`config.mk`:
```
export PLATFORM = sky130hd
export DESIGN_NAME = pwm_dual
export DESIGN_NICKNAME = d
export VERILOG_FILES = /design/src/rtl/pwm_dual_pkg.sv /design/src/rtl/pwm_prescaler.sv /design/src/rtl/pwm_channel.sv /design/src/rtl/pwm_dual.sv
export SDC_FILE = /design/constraint.sdc
export NUM_CORES = 1
export LEC_CHECK = 0
export ABC_CLOCK_PERIOD_IN_PS = 2850
export BUFFER_PORTS_ARGS = -buffer_cell sky130_fd_sc_hd__buf_4
export CAP_MARGIN = 20
export CELL_PAD_IN_SITES_DETAIL_PLACEMENT = 1
export CELL_PAD_IN_SITES_GLOBAL_PLACEMENT = 1
export CORE_ASPECT_RATIO = 1.2
export CORE_UTILIZATION = 25
export CTS_CLUSTER_SIZE = 24
export DETAILED_ROUTE_END_ITERATION = 8
export HOLD_SLACK_MARGIN = 0.03
export PLACE_DENSITY = 0.43
export SETUP_SLACK_MARGIN = 0.5
export SYNTH_ARGS = -nofsm -noshare
export SYNTH_HDL_FRONTEND = slang
export SYNTH_SLANG_ARGS = --single-unit
export TNS_END_PERCENT = 30
```
`constraint.sdc`:
```
create_clock -name clk -period 2.85 [get_ports clk]
set_clock_uncertainty 0.1 [all_clocks]
set_input_delay 0.1425 -clock clk [delete_from_list [all_inputs] [get_ports clk]]
set_output_delay 0.1425 -clock clk [all_outputs]
set_load 0.01 [all_outputs]
```
`src/rtl/pwm_dual_pkg.sv`:
```
package pwm_dual_pkg;
    // control field positions decoded by the channel
    localparam int CTL_SHORT_BIT = 2;

    typedef enum logic [0:0] {
        ST_PRIME = 1'b0,
        ST_RUN   = 1'b1
    } chan_state_e;
endpackage

```
`src/rtl/pwm_prescaler.sv`:
```
module pwm_prescaler #(
    parameter int SEL_W = 2
) (
    input  logic             clk,
    input  logic             rst_n,
    input  logic             clear,
    input  logic             run,
    input  logic [SEL_W-1:0] sel,
    output logic             tick
);
    localparam int PRE_W = (1 << SEL_W) + 1;

    logic [PRE_W-1:0] pre_q;
    logic [PRE_W:0]   span;
    logic [PRE_W-1:0] term;

    // span = 2 * divider = 4 << sel
    always_comb begin
        span = (PRE_W+1)'(1) << (32'(sel) + 32'd2);
        term = PRE_W'(span - (PRE_W+1)'(1));
        tick = run && (pre_q == term);
    end

    always_ff @(posedge clk or negedge rst_n) begin
        if (!rst_n)
            pre_q <= '0;
        else if (clear || !run || tick)
            pre_q <= '0;
        else
            pre_q <= pre_q + PRE_W'(1);
    end

    // the prescale count never passes its terminal value
    p_pre_bound_r2: assert property (@(posedge clk) disable iff (!rst_n)
        pre_q <= term);
endmodule

```
`src/rtl/pwm_channel.sv`:
```
module pwm_channel
    import pwm_dual_pkg::*;
#(
    parameter int DATA_W  = 8,
    parameter int SEL_W   = 2,
    parameter int SHORT_W = 5
) (
    input  logic              clk,
    input  logic              rst_n,
    input  logic              ctrl_we,
    input  logic              duty_we,
    input  logic [DATA_W-1:0] wr_data,
    output logic              pwm_o
);
    localparam int CTL_W = CTL_SHORT_BIT + 1;
    localparam logic [DATA_W-1:0] SHORT_LAST = DATA_W'((1 << SHORT_W) - 1);

    chan_state_e       state_q, state_d;
    logic [CTL_W-1:0]  ctrl_q;
    logic [DATA_W-1:0] dbuf_q, act_q, cnt_q;
    logic [DATA_W-1:0] last, eff;
    logic              short_mode, tick, wrap;

    assign short_mode = ctrl_q[CTL_SHORT_BIT];

    pwm_prescaler #(.SEL_W(SEL_W)) u_pre (
        .clk   (clk),
        .rst_n (rst_n),
        .clear (ctrl_we),
        .run   (state_q == ST_RUN),
        .sel   (ctrl_q[SEL_W-1:0]),
        .tick  (tick)
    );

    always_comb begin
        last = short_mode ? SHORT_LAST : '1;
        eff  = short_mode ? DATA_W'(act_q[SHORT_W-1:0]) : act_q;
        wrap = tick && (cnt_q == last);
    end

    // next-state logic
    always_comb begin
        state_d = state_q;
        unique case (state_q)
            ST_PRIME: state_d = ST_RUN;     // launch
            ST_RUN:   state_d = ST_RUN;
        endcase
        if (ctrl_we)
            state_d = ST_PRIME;             // restart
    end

    always_ff @(posedge clk or negedge rst_n) begin
        if (!rst_n)
            state_q <= ST_PRIME;
        else
            state_q <= state_d;
    end

    // registers, counter and active duty
    always_ff @(posedge clk or negedge rst_n) begin
        if (!rst_n) begin
            ctrl_q <= '0;
            dbuf_q <= '0;
            act_q  <= '0;
            cnt_q  <= '0;
        end else begin
            if (ctrl_we)
                ctrl_q <= wr_data[CTL_W-1:0];
            if (duty_we)
                dbuf_q <= wr_data;
            if (state_q == ST_PRIME || wrap)
                act_q <= dbuf_q;
            if (ctrl_we || state_q == ST_PRIME || wrap)
                cnt_q <= '0;
            else if (tick)
                cnt_q <= cnt_q + DATA_W'(1);
        end
    end

    // output process
    always_comb begin
        pwm_o = (state_q == ST_RUN) && (cnt_q < eff);
    end

    // a control write forces one low cycle
    p_prime_low_r7: assert property (@(posedge clk) disable iff (!rst_n)
        ctrl_we |=> !pwm_o);
    // in short mode the counter stays inside 32 ticks
    p_short_range_r3: assert property (@(posedge clk) disable iff (!rst_n)
        short_mode |-> (cnt_q < DATA_W'(1 << SHORT_W)));
    // the active duty only moves at a wrap or in ST_PRIME
    p_act_hold_r6: assert property (@(posedge clk) disable iff (!rst_n)
        (state_q == ST_RUN && !wrap) |=> $stable(act_q));
    // the counter only advances on a prescaler tick
    p_cnt_hold_r2: assert property (@(posedge clk) disable iff (!rst_n)
        (state_q == ST_RUN && !tick && !ctrl_we) |=> $stable(cnt_q));
endmodule

```
`src/rtl/pwm_dual.sv`:
```
module pwm_dual #(
    parameter int DATA_W  = 8,
    parameter int SEL_W   = 2,
    parameter int SHORT_W = 5
) (
    input  logic              clk,
    input  logic              rst_n,
    input  logic              wr_en,
    input  logic [1:0]        wr_addr,
    input  logic [DATA_W-1:0] wr_data,
    output logic [1:0]        pwm_out
);
    localparam int N_CH = 2;

    for (genvar ch = 0; ch < N_CH; ch++) begin : g_ch
        logic sel_ch;
        assign sel_ch = wr_en && (wr_addr[1] == ch[0]);

        pwm_channel #(
            .DATA_W  (DATA_W),
            .SEL_W   (SEL_W),
            .SHORT_W (SHORT_W)
        ) u_chan (
            .clk     (clk),
            .rst_n   (rst_n),
            .ctrl_we (sel_ch && !wr_addr[0]),
            .duty_we (sel_ch && wr_addr[0]),
            .wr_data (wr_data),
            .pwm_o   (pwm_out[ch])
        );
    end

    // address decode never strobes both channels at once
    p_one_channel_r8: assert property (@(posedge clk) disable iff (!rst_n)
        $onehot0({g_ch[1].sel_ch, g_ch[0].sel_ch}));
endmodule

```
After elaboration in Yosys (flattened, before gate mapping)
Index checks and enable logic that the tools add are counted.
{"block": "totals", "register_bits": 66, "latch_bits": 0, "ram_bits": 0, "rom_bits": 0, "word_cells": 70, "memories": 0}
{"block": "classes", "add_sub_neg": 8, "multipliers": 0, "div_mod_pow": 0, "magnitude_cmp": 2, "eq_ne": 4, "n_shift": 2, "n_mux": 12, "bitwise": 3, "n_reduce_logical": 27}
{"cell": "$mux W8", "n": 8}
{"cell": "$add A8 B1 Y8 const B", "n": 2}
{"cell": "$eq A8 B8 Y1", "n": 2}
{"cell": "$lt A8 B8 Y1", "n": 2}
{"cell": "$logic_and A1 B1 Y1", "n": 12}
{"cell": "$add A5 B1 Y5 const B", "n": 2}
{"cell": "$eq A5 B5 Y1", "n": 2}
{"cell": "$logic_or A1 B1 Y1", "n": 10}
{"cell": "$mux W5", "n": 2}
{"cell": "$shl A1 B3 Y5 const A", "n": 2}
{"cell": "$sub A5 B1 Y5 const B", "n": 2}
{"cell": "$add A2 B2 Y3 const B", "n": 2}
{"cell": "$reduce_bool A2 Y1", "n": 2}
{"cell": "$logic_not A1 Y1", "n": 3}
{"cell": "$not A1 Y1", "n": 3}
{"cell": "$mux W1", "n": 2}

Logic depth before layout (Yosys ltp)
Gate-level depths: netlist of the first run.
{"block": "depth", "depth_word": 8, "ltp_mapped": 7, "mapped_depth_nobuf": 6}

Cells and area by module
Synthesis of the first run repeated with hierarchy kept, for this count alone.
{"block": "unflattened", "cells_unflattened": 282, "area_unflattened_um2": 3420.8}
{"module": "pwm_channel", "instances": 2, "cells_each": 110, "area_each_um2": 1365.1, "seq_area_each_um2": 700.7}
{"module": "pwm_prescaler", "instances": 2, "cells_each": 29, "area_each_um2": 326.6, "seq_area_each_um2": 125.1}
{"module": "pwm_dual", "instances": 1, "cells_each": 4, "area_each_um2": 37.5, "seq_area_each_um2": 0.0}

Worst setup path after synthesis of the first run
Ideal clock, no wire load.
{"block": "synth_timing", "path_kind": "reg-to-reg", "startpoint": "reg g_ch[0].u_chan.cnt_q[5]", "endpoint": "reg g_ch[0].u_chan.act_q[0]", "setup_ns": 0.125, "arrival_time_ns": 1.826, "required_ns": 2.625, "setup_slack_ns": 0.800, "stages_incl_launch_ff": 6, "synth_period_minus_slack_ns": 2.050, "cell_sequence": "dfrtp_1 or4b_1 a211oi_2 o211ai_2 nand2_4 mux2_2"}
{"block": "synth_via", "elab_chain_cells": 3}
{"item": "from (decl)", "line": "pwm_channel.sv:20", "source": "logic [DATA_W-1:0] dbuf_q, act_q, cnt_q;"}
{"item": "from (signal assigned)", "line": "pwm_channel.sv:76", "source": "cnt_q <= cnt_q + DATA_W'(1);"}
{"item": "$eq A8 B8 Y1", "line": "pwm_channel.sv:38", "source": "wrap = tick && (cnt_q == last);"}
{"item": "$logic_and A1 B1 Y1", "line": "pwm_channel.sv:38"}
{"item": "$logic_or A1 B1 Y1", "line": "pwm_channel.sv:71", "source": "if (state_q == ST_PRIME || wrap)"}
{"item": "to (signal assigned)", "line": "pwm_channel.sv:72", "source": "act_q <= dbuf_q;"}
{"item": "to (decl)", "line": "pwm_channel.sv:20"}
No other way between the ends.
A chain may end at the register's enable or synchronous reset.

Final worst setup path of the first run
{"block": "layout_timing", "startpoint": "reg g_ch[1].u_chan.ctrl_q[2]", "endpoint": "out pwm_out[1]"}
{"block": "layout_via", "elab_chain_cells": 3}
{"item": "from (decl)", "line": "pwm_channel.sv:19", "source": "logic [CTL_W-1:0] ctrl_q;"}
{"item": "from (signal assigned)", "line": "pwm_channel.sv:68", "source": "ctrl_q <= wr_data[CTL_W-1:0];"}
{"item": "$mux W8", "line": "pwm_channel.sv:37", "source": "eff = short_mode ? DATA_W'(act_q[SHORT_W-1:0]) : act_q;"}
{"item": "$lt A8 B8 Y1", "line": "pwm_channel.sv:82", "source": "pwm_o = (state_q == ST_RUN) && (cnt_q < eff);"}
{"item": "$logic_and A1 B1 Y1", "line": "pwm_channel.sv:82"}
{"item": "to (decl)", "line": "pwm_dual.sv:11", "source": "output logic [1:0] pwm_out"}
No other way between the ends.

==> reports/metrics.yaml, run 1 <==
rr_worst_depth: 5
clkPwrFrac: 0.347
routed_wl_mm: 8.00
synthFlopType: "dfrtp_1"
worstHoldStart: "wr_addr[1]"
cts_buffer_depth: 2
clk_latency_ps: 340
antenna_found_initial: 0
wl_per_cell_um: 15.7
crit_type: "flop to primary output"
synth_area_leader_cell: "dfrtp_1"
hold_depth: 5
cellPowerDensity_mw_per_mm2: 732
p_int_mw: 2.09
fmax_mhz: 449
cts_tree: "done"
finalPower_mw: 2.99
drv_slew: 0
synth.distinct_cells: 49
ys.warnings.count: 0
syn-num-nets: 337
swShare: 0.301
avgViaCountPerCell: 4.72
diodes: 0
startpoint_type: "flop"
synth_cells: 304
layout_commonest_cell: "dfrtp_1"
dieArea_sq_mm: 0.0140
power_leakage_nw: 1.85
syn_area_sq_mm: 0.00338
final-hold-violation-count: 0
tns_ps: 0
hold_path_end: "g_ch[0].u_chan.ctrl_q[2]"
fin_util: 0.310
drtIter0Drc: 72
areaGrowthSynthToFinish_pct: 20.8
ir_drop_uv: 235
first_pass_iters: 4
layout.nets: 371
cp-end-kind: "primary output"
coreArea_sq_mm: 0.0132
synth_area_leaders: "dfrtp_1 49%, mux2_2 12%, ha_1 7.4%"
hold_slack_ps: 114
grt_pass1_vias: 2617
die-width_um: 108
fin_crit_sh: 0.781
ant_nets: 0
p_comb_frac: 0.213
r2r_start: "g_ch[0].u_chan.cnt_q[5]"
cap_violations: 0
pre_cts_ws_ps: 675
gr-total-overflow: 0
synth_seq_cells: 66
cp.required_ps: 2610
p_switching_mw: 0.899
synth_edf_count: 0
post_cts_buffers: 0
gp_congestion: 0.714
worst_ep_arrival_time_ps: 1980
synth.avg_cell_area_sq_um: 11.1
timing.slew.headroom: 0.406
vias: 2406
dp_hpwl_mm: 5.71
rsz0062_at_grt: "yes"
synth_top_area_share: 0.489
grt_max_degree: 67
hold_path_class: "primary input to flop"
mostFrequentLayoutCells: "64 x dfrtp_1, 35 x mux2_2, 26 x nand2_1, 19 x nor2_1, 19 x ha_1"
cts_buffers: 9
r2r_end: "g_ch[0].u_chan.act_q[3]"
grt_usage: 0.133
die_height_um: 129
status: "completed"
cts_max_level: 3
portBuffers: 14
period_needed_ps: 2230
cts_root_buffer: "clkbuf_16"
ys_seq_area_frac: 0.489
initial_utilization: 0.256
tightestPinTransition_ps: 890
clkTransAtPathRegs_ps: 60
drc: 0
setup_slack_ps: 624
finalSetupViolations: 0
grt_pass1_wl_mm: 13.9
p_seq_frac: 0.440
cp_max_fo: 6
cts.sink_count: 66
num_io_pins: 15
drive_gt1_frac: 0.228
core.rowCount: 46
async_reset_ff_frac: 1.00
r2r_slack_ps: 640
## worst max-delay path, cell delays in order, from the launching register on
cell and delay (ps):
dfrtp_2 440, nand2b_1 160, ha_1 310, a21o_1 160
a31oi_1 130, o21ai_0 110, a31oi_1 180, buf_4 160
## Yosys cell counts (all sizes together), types with 2 or more instances
master / number
buf: 2
a211oi: 3
o21ai: 9
o31ai: 2
mux2: 35
or3b: 2
nand2: 27
and2: 3
nand4: 8
a31oi: 7
inv: 11
a21oi: 10
o211a: 2
nand3b: 4
nor2: 19
dfrtp: 66
nor2b: 2
a21o: 4
or4: 2
nand3: 19
ha: 20
nand2b: 10
xnor2: 3
xor2: 9
and3: 5
or3: 3
o211ai: 2
## power by group through the flow
| stage | registers [mW] | clock network, mW | logic [mW] |
|---|---|---|---|
| finish | 1.31 | 1.04 | 0.638 |
| global route | 1.35 | 1.11 | 0.728 |
| CTS | 1.31 | 1.09 | 0.649 |
| detailed placement | 1.33 | 0 | 0.635 |
| global placement | 1.33 | 0 | 0.626 |
| floorplan | 1.27 | 0 | 0.464 |
## final cells by class
class | count | area [sq um]
timing repair buffer | 26 | 218
multi-input combinational | 224 | 1690
clock buffer | 12 | 256
sequential | 66 | 1650
tap | 168 | 210
clock inverter | 3 | 15.0
inverter | 11 | 41.3
fill | 1444 | 9100
## metal layers
metal | global-route usage | part of all wire | vias up
met4 | 0.0604 | 0.017 | 0
met5 | 0 | 0 | -
met2 | 0.233 | 0.52 | 22
met1 | 0.152 | 0.44 | 1205
li1 | - | - | 1167
met3 | 0.0332 | 0.020 | 12
## kinds of logic after synthesis
family / synth area share
xor gates and xnor gates: 0.0311
DFF: 0.489
AOI/OAI and AO/OA: 0.0915
and+or+nand+nor: 0.180
buffers and inverters: 0.0178
muxes: 0.117
adders and majority gates: 0.0741
## through the flow
stage          area [sq um]  std cells
2_1_floorplan          3380        304
3_3_place_gp           3700        486
3_5_place_dp           3700        486
4_1_cts                4060        510
5_1_grt                4080        510
6_report               4080        510
## how the worst max path moves through the flow
stage	startpoint	end	slack, ps
final	g_ch[1].u_chan.ctrl_q[2]	pwm_out[1]	620
after global routing	g_ch[1].u_chan.ctrl_q[2]	pwm_out[1]	490
after CTS	g_ch[0].u_chan.ctrl_q[2]	pwm_out[0]	510
after detailed placement	g_ch[0].u_chan.cnt_q[5]	g_ch[0].u_chan.act_q[3]	670
after global placement	g_ch[0].u_chan.cnt_q[5]	g_ch[0].u_chan.act_q[4]	720
after floorplan	g_ch[0].u_chan.cnt_q[5]	g_ch[0].u_chan.act_q[0]	800
## state kept, by name, indices dropped and copies added, names as in the netlist
name,cells
g_ch.u_chan.state_q,2
g_ch.u_chan.u_pre.pre_q,10
g_ch.u_chan.dbuf_q,16
g_ch.u_chan.act_q,16
g_ch.u_chan.cnt_q,16
g_ch.u_chan.ctrl_q,6
## repair_timing
item,in CTS,in global routing
setup endpoints to repair,0,2
endpoints found under the hold margin,88,0
gates resized for setup,0,4
hold buffers,9,0
Power figures use the tool's default switching activity.
==> run 2: changes to the inputs <==
Settings changed: ABC_CLOCK_PERIOD_IN_PS 2850 to 2200.
Clock period 2.85 ns to 2.2 ns, I/O delays scaled along.
==> run 2 against run 1 <==
Sequential power grew 30%. Worst hold slack lost 24 ps. Via count increased by 6.5%. Sequential share of layout area down 4.0 points. Clock power increased by 42%. First-iteration DRC count increased by 2.8%. Combinational power up 63%. Count of clock-buffer cells in the layout is 1 higher. Final cell count grew 6.3%. Utilization increased by 3.4 points.
==> reports/metrics.yaml, run 2 (same netlist as run 1, synthesis figures left out) <==
layout_commonest_cell: "dfrtp_1"
initial_utilization: 0.256
finalNonFillerCells: 542
cpMaxStageDelayCell: "or4b_4"
cp_cell_sequence: "buf_6 > or4b_4 > a211oi_2 > o211ai_2 > nand2_4 > mux2_2"
crit_type: "flop to flop"
grt_pass1_vias: 2845
startpoint_type: "flop"
cp_max_fo: 8
power_leakage_nw: 2.07
tns_ps: 0
clk_latency_ps: 340
die-width_um: 108
r2r_slack_ps: 60
seqCellArea_sq_mm: 0.00165
fin_crit_sh: 0.973
clkPwrFrac: 0.351
dieArea_sq_mm: 0.0140
drc: 0
wl_per_cell_um: 16.1
cellPowerDensity_mw_per_mm2: 932
r2r_start: "g_ch[0].u_chan.ctrl_q[2]"
cp-end-kind: "flop"
gp_congestion: 0.754
core.rowCount: 46
num_io_pins: 15
ant_nets: 0
final-hold-violation-count: 0
p_switching_mw: 1.22
cts_max_level: 3
cts_buffer_depth: 2
dp_hpwl_mm: 6.22
rsz0062_at_grt: "yes"
nFillCells: 1453
worstHoldStart: "wr_addr[1]"
fmax_mhz: 467
vias: 2563
cts_root_buffer: "clkbuf_16"
first_pass_iters: 4
finalSetupViolations: 0
critical-path-max-stage-delay_ps: 450
p_int_mw: 3.00
routed_wl_mm: 8.72
ir_drop_uv: 348
p_seq_frac: 0.402
areaGrowthSynthToFinish_pct: 34.1
rr_worst_depth: 6
hold_path_end: "g_ch[0].u_chan.ctrl_q[2]"
cts_buffers: 9
antenna_found_initial: 0
fin_util: 0.344
cap_violations: 0
mostFrequentLayoutCells: "64 x dfrtp_1, 42 x buf_4, 25 x nand2_1, 25 x mux2_2, 19 x nor2_1"
portBuffers: 14
tightestPinTransition_ps: 618
swShare: 0.289
grt_usage: 0.144
r2r_end: "g_ch[0].u_chan.act_q[5]"
reg_top3: "g_ch.u_chan.act_q (16), g_ch.u_chan.cnt_q (16), g_ch.u_chan.dbuf_q (16)"
layout.nets: 403
avgViaCountPerCell: 4.73
p_comb_frac: 0.247
clkTransAtPathRegs_ps: 60
cp.required_ps: 2320
cts.sink_count: 66
period_needed_ps: 2140
hold_path_class: "primary input to flop"
multi_input_area_sq_mm: 0.00182
worst_ep_arrival_time_ps: 2260
timing.slew.headroom: 0.585
grt_pass1_wl_mm: 14.9
hold_slack_ps: 89.9
drtIter0Drc: 74
grt_max_degree: 36
coreArea_sq_mm: 0.0132
drive_gt1_frac: 0.324
diodes: 0
hold_depth: 5
drv_slew: 0
place_inst: 500
die_height_um: 129
cts_tree: "done"
gr-total-overflow: 0
status: "completed"
run 2: stage by stage:
step	total power [mW]	instance area, sq um	worst slack [ps]
2_1_floorplan	2.24	3380	244
3_3_place_gp	2.55	3830	184
3_5_place_dp	2.58	3830	130
4_1_cts	4.23	4400	92.4
5_1_grt	4.51	4530	-11.0
6_report	4.22	4530	58.8
run 2: how the worst max path moves through the flow:
stage                             startpoint                       to  slack [ps]  cells past startpoint
floorplan            g_ch[0].u_chan.cnt_q[6]  g_ch[0].u_chan.act_q[0]         240                      5
global placement     g_ch[0].u_chan.cnt_q[7]  g_ch[0].u_chan.act_q[4]         180                      5
detailed placement   g_ch[0].u_chan.cnt_q[7]  g_ch[0].u_chan.act_q[0]         130                      5
CTS                 g_ch[0].u_chan.ctrl_q[2]               pwm_out[0]          90                      7
global route        g_ch[0].u_chan.ctrl_q[2]  g_ch[0].u_chan.act_q[2]         -10                      6
finish              g_ch[0].u_chan.ctrl_q[2]  g_ch[0].u_chan.act_q[5]          60                      6
run 2: worst max-delay path: cells and delay by family, from the launching register on:
kind            cells  cell delay [ps]
buf+inv             1              130
mux                 1              340
simple gates        2              630
flops               1              390
compound gates      2              420
run 2: timing repair:
action                                 CTS  global route
endpoints found under the hold margin   55             0
setup buffers                           12             6
setup endpoints to repair               39            44
pin swaps                               10             4
hold buffers                             9             0
resized for setup                       14            20
run 2: per-layer routing:
layer / track usage / up-vias / part of all wire
li1: - / 1237 / -
met1: 0.162 / 1290 / 0.42
met2: 0.254 / 20 / 0.54
met3: 0.0337 / 16 / 0.021
met4: 0.0725 / 0 / 0.023
met5: 0 / - / 0
run 2: cell type report:
class | count | area share
well taps | 168 | 0.0464
multi-input cells | 224 | 0.401
clock buffers | 13 | 0.0597
repair buffers | 58 | 0.111
inverters | 11 | 0.00912
clock inverters | 2 | 0.00773
flip-flops and latches | 66 | 0.365
run 2: power groups by stage:
stage	Clock, mW	Combinational (mW)	Sequential, mW
final	1.48	1.04	1.70
after global routing	1.58	1.18	1.75
after CTS	1.53	1.00	1.69
after detailed placement	0	0.864	1.71
after global placement	0	0.842	1.71
after floorplan	0	0.601	1.64
==> run 3: changes to the inputs <==
Settings changed: ABC_CLOCK_PERIOD_IN_PS 2200 to 2500.
Clock period 2.2 ns to 2.5 ns, I/O delays scaled along.
==> run 3 against run 2 <==
Total power down 12%. Via count down 2.5%. First-iteration DRC count up 5.4%. Final cell count down 3.1%. Critical path depth down 1. Sequential cell count unchanged. Highest routed layer unchanged. Register-to-register slack better by 320 ps. Routed wire length down 1.7%. Critical path type unchanged. Setup slack better by 320 ps. Utilization down 1.2 points. Non-clock buffer count down 18.
==> reports/metrics.yaml, run 3 (same netlist as run 1, synthesis figures left out) <==
status: "completed"
first_pass_iters: 4
crit_type: "flop to flop"
cts_root_buffer: "clkbuf_16"
cp_cell_sequence: "or4b_4 > a211oi_2 > o211ai_2 > nand2_4 > mux2_4"
gr-total-overflow: 0
die_height_um: 129
portBuffers: 14
num_io_pins: 15
final-hold-violation-count: 0
fin_util: 0.331
drc: 0
clk_latency_ps: 330
worst_ep_arrival_time_ps: 2230
hold_path_class: "primary input to flop"
hold_slack_ps: 103
cts_buffer_depth: 2
cts.sink_count: 66
cp.required_ps: 2610
cellPowerDensity_mw_per_mm2: 850
hold_path_end: "g_ch[0].u_chan.ctrl_q[2]"
coreArea_sq_mm: 0.0132
drtIter0Drc: 78
rsz0062_at_grt: "yes"
ir_drop_uv: 366
core.rowCount: 46
cpMaxStageDelayCell: "or4b_4"
power_leakage_nw: 1.99
r2r_start: "g_ch[0].u_chan.cnt_q[6]"
timing.slew.headroom: 0.413
startpoint_type: "flop"
cts_buffers: 9
die-width_um: 108
dp_hpwl_mm: 5.79
routed_wl_mm: 8.58
rr_worst_depth: 5
areaGrowthSynthToFinish_pct: 29.3
layout_commonest_cell: "dfrtp_1"
hold_depth: 5
ant_nets: 0
r2r_slack_ps: 380
clkTransAtPathRegs_ps: 60
diodes: 0
avgViaCountPerCell: 4.76
finalSetupViolations: 0
place_inst: 487
worstHoldStart: "wr_addr[1]"
cap_violations: 0
period_needed_ps: 2120
mostFrequentLayoutCells: "61 x dfrtp_1, 29 x buf_4, 25 x nand2_1, 20 x mux2_2, 19 x nor2_1"
drv_slew: 0
initial_utilization: 0.256
drive_gt1_frac: 0.294
cts_max_level: 3
cp-end-kind: "flop"
dieArea_sq_mm: 0.0140
reg_top3: "g_ch.u_chan.act_q (16), g_ch.u_chan.cnt_q (16), g_ch.u_chan.dbuf_q (16)"
r2r_end: "g_ch[0].u_chan.act_q[4]"
gp_congestion: 0.723
path_buf_inv: 0
grt_max_degree: 67
grt_usage: 0.139
wl_per_cell_um: 16.3
critical-path-max-stage-delay_ps: 530
grt_pass1_vias: 2756
finalNonFillerCells: 525
fin_crit_sh: 0.847
layout.nets: 385
grt_pass1_wl_mm: 14.6
tns_ps: 0
cts_tree: "done"
tightestPinTransition_ps: 880
fmax_mhz: 472
cp_max_fo: 8
vias: 2499
antenna_found_initial: 0
critPathTopFamily: "simple AND/OR/NAND/NOR gates"
run 3: how the worst max path moves through the flow:
stage | startpoint | end | slack, ps | cells past startpoint
after floorplan | g_ch[0].u_chan.cnt_q[5] | g_ch[0].u_chan.act_q[0] | 510 | 5
after global placement | g_ch[0].u_chan.cnt_q[5] | g_ch[0].u_chan.act_q[3] | 410 | 5
after detailed placement | g_ch[0].u_chan.cnt_q[5] | g_ch[0].u_chan.act_q[1] | 370 | 5
after CTS | g_ch[0].u_chan.ctrl_q[2] | g_ch[0].u_chan.act_q[4] | 380 | 6
after global routing | g_ch[0].u_chan.ctrl_q[2] | pwm_out[0] | 290 | 7
final | g_ch[0].u_chan.cnt_q[6] | g_ch[0].u_chan.act_q[4] | 380 | 5
run 3: final cells by class:
class	count	area [sq um]
well taps	168	210
fillers	1461	8810
clock buffers	15	288
inverters	11	41.3
multi-input cells	224	1810
clock inverters	1	30.0
repair buffers	40	330
flip-flops and latches	66	1660
run 3: worst reg2reg max path: cells and delay by family, from the launching register on:
kind / cells / cell delay [ps]
AOI/OAI and AO/OA: 2 / 400
muxes: 1 / 320
and+or+nand+nor: 2 / 720
DFF: 1 / 450
run 3: timing repair:
item | in CTS | in global routing
setup buffers | 10 | 3
endpoints found under the setup margin | 26 | 32
hold buffers | 9 | 0
pin swaps | 8 | 5
gates cloned | 0 | 0
hold endpoints to repair | 88 | 0
resized for setup | 23 | 15
run 3: stage by stage:
stage	setup WS, ps	power [mW]	cell area (sq um)
2_1_floorplan	509	1.97	3380
3_3_place_gp	413	2.23	3700
3_5_place_dp	374	2.24	3700
4_1_cts	383	3.74	4290
5_1_grt	288	3.96	4370
6_report	383	3.71	4370
run 3: power breakdown:
group | leakage (nW) | switching [mW] | internal (mW)
Sequential | 0.818 | 0.209 | 1.30
Combinational | 1.02 | 0.396 | 0.456
Clock | 0.156 | 0.471 | 0.883
run 3: metal layers:
layer  global-route usage  vias to the layer above  wire length (um)
li1                     -                     1199                 -
met1                0.163                     1266              3740
met2                0.238                       20              4430
met3               0.0262                       14               137
met4               0.0806                        0               269
met5                    0                        -                 0
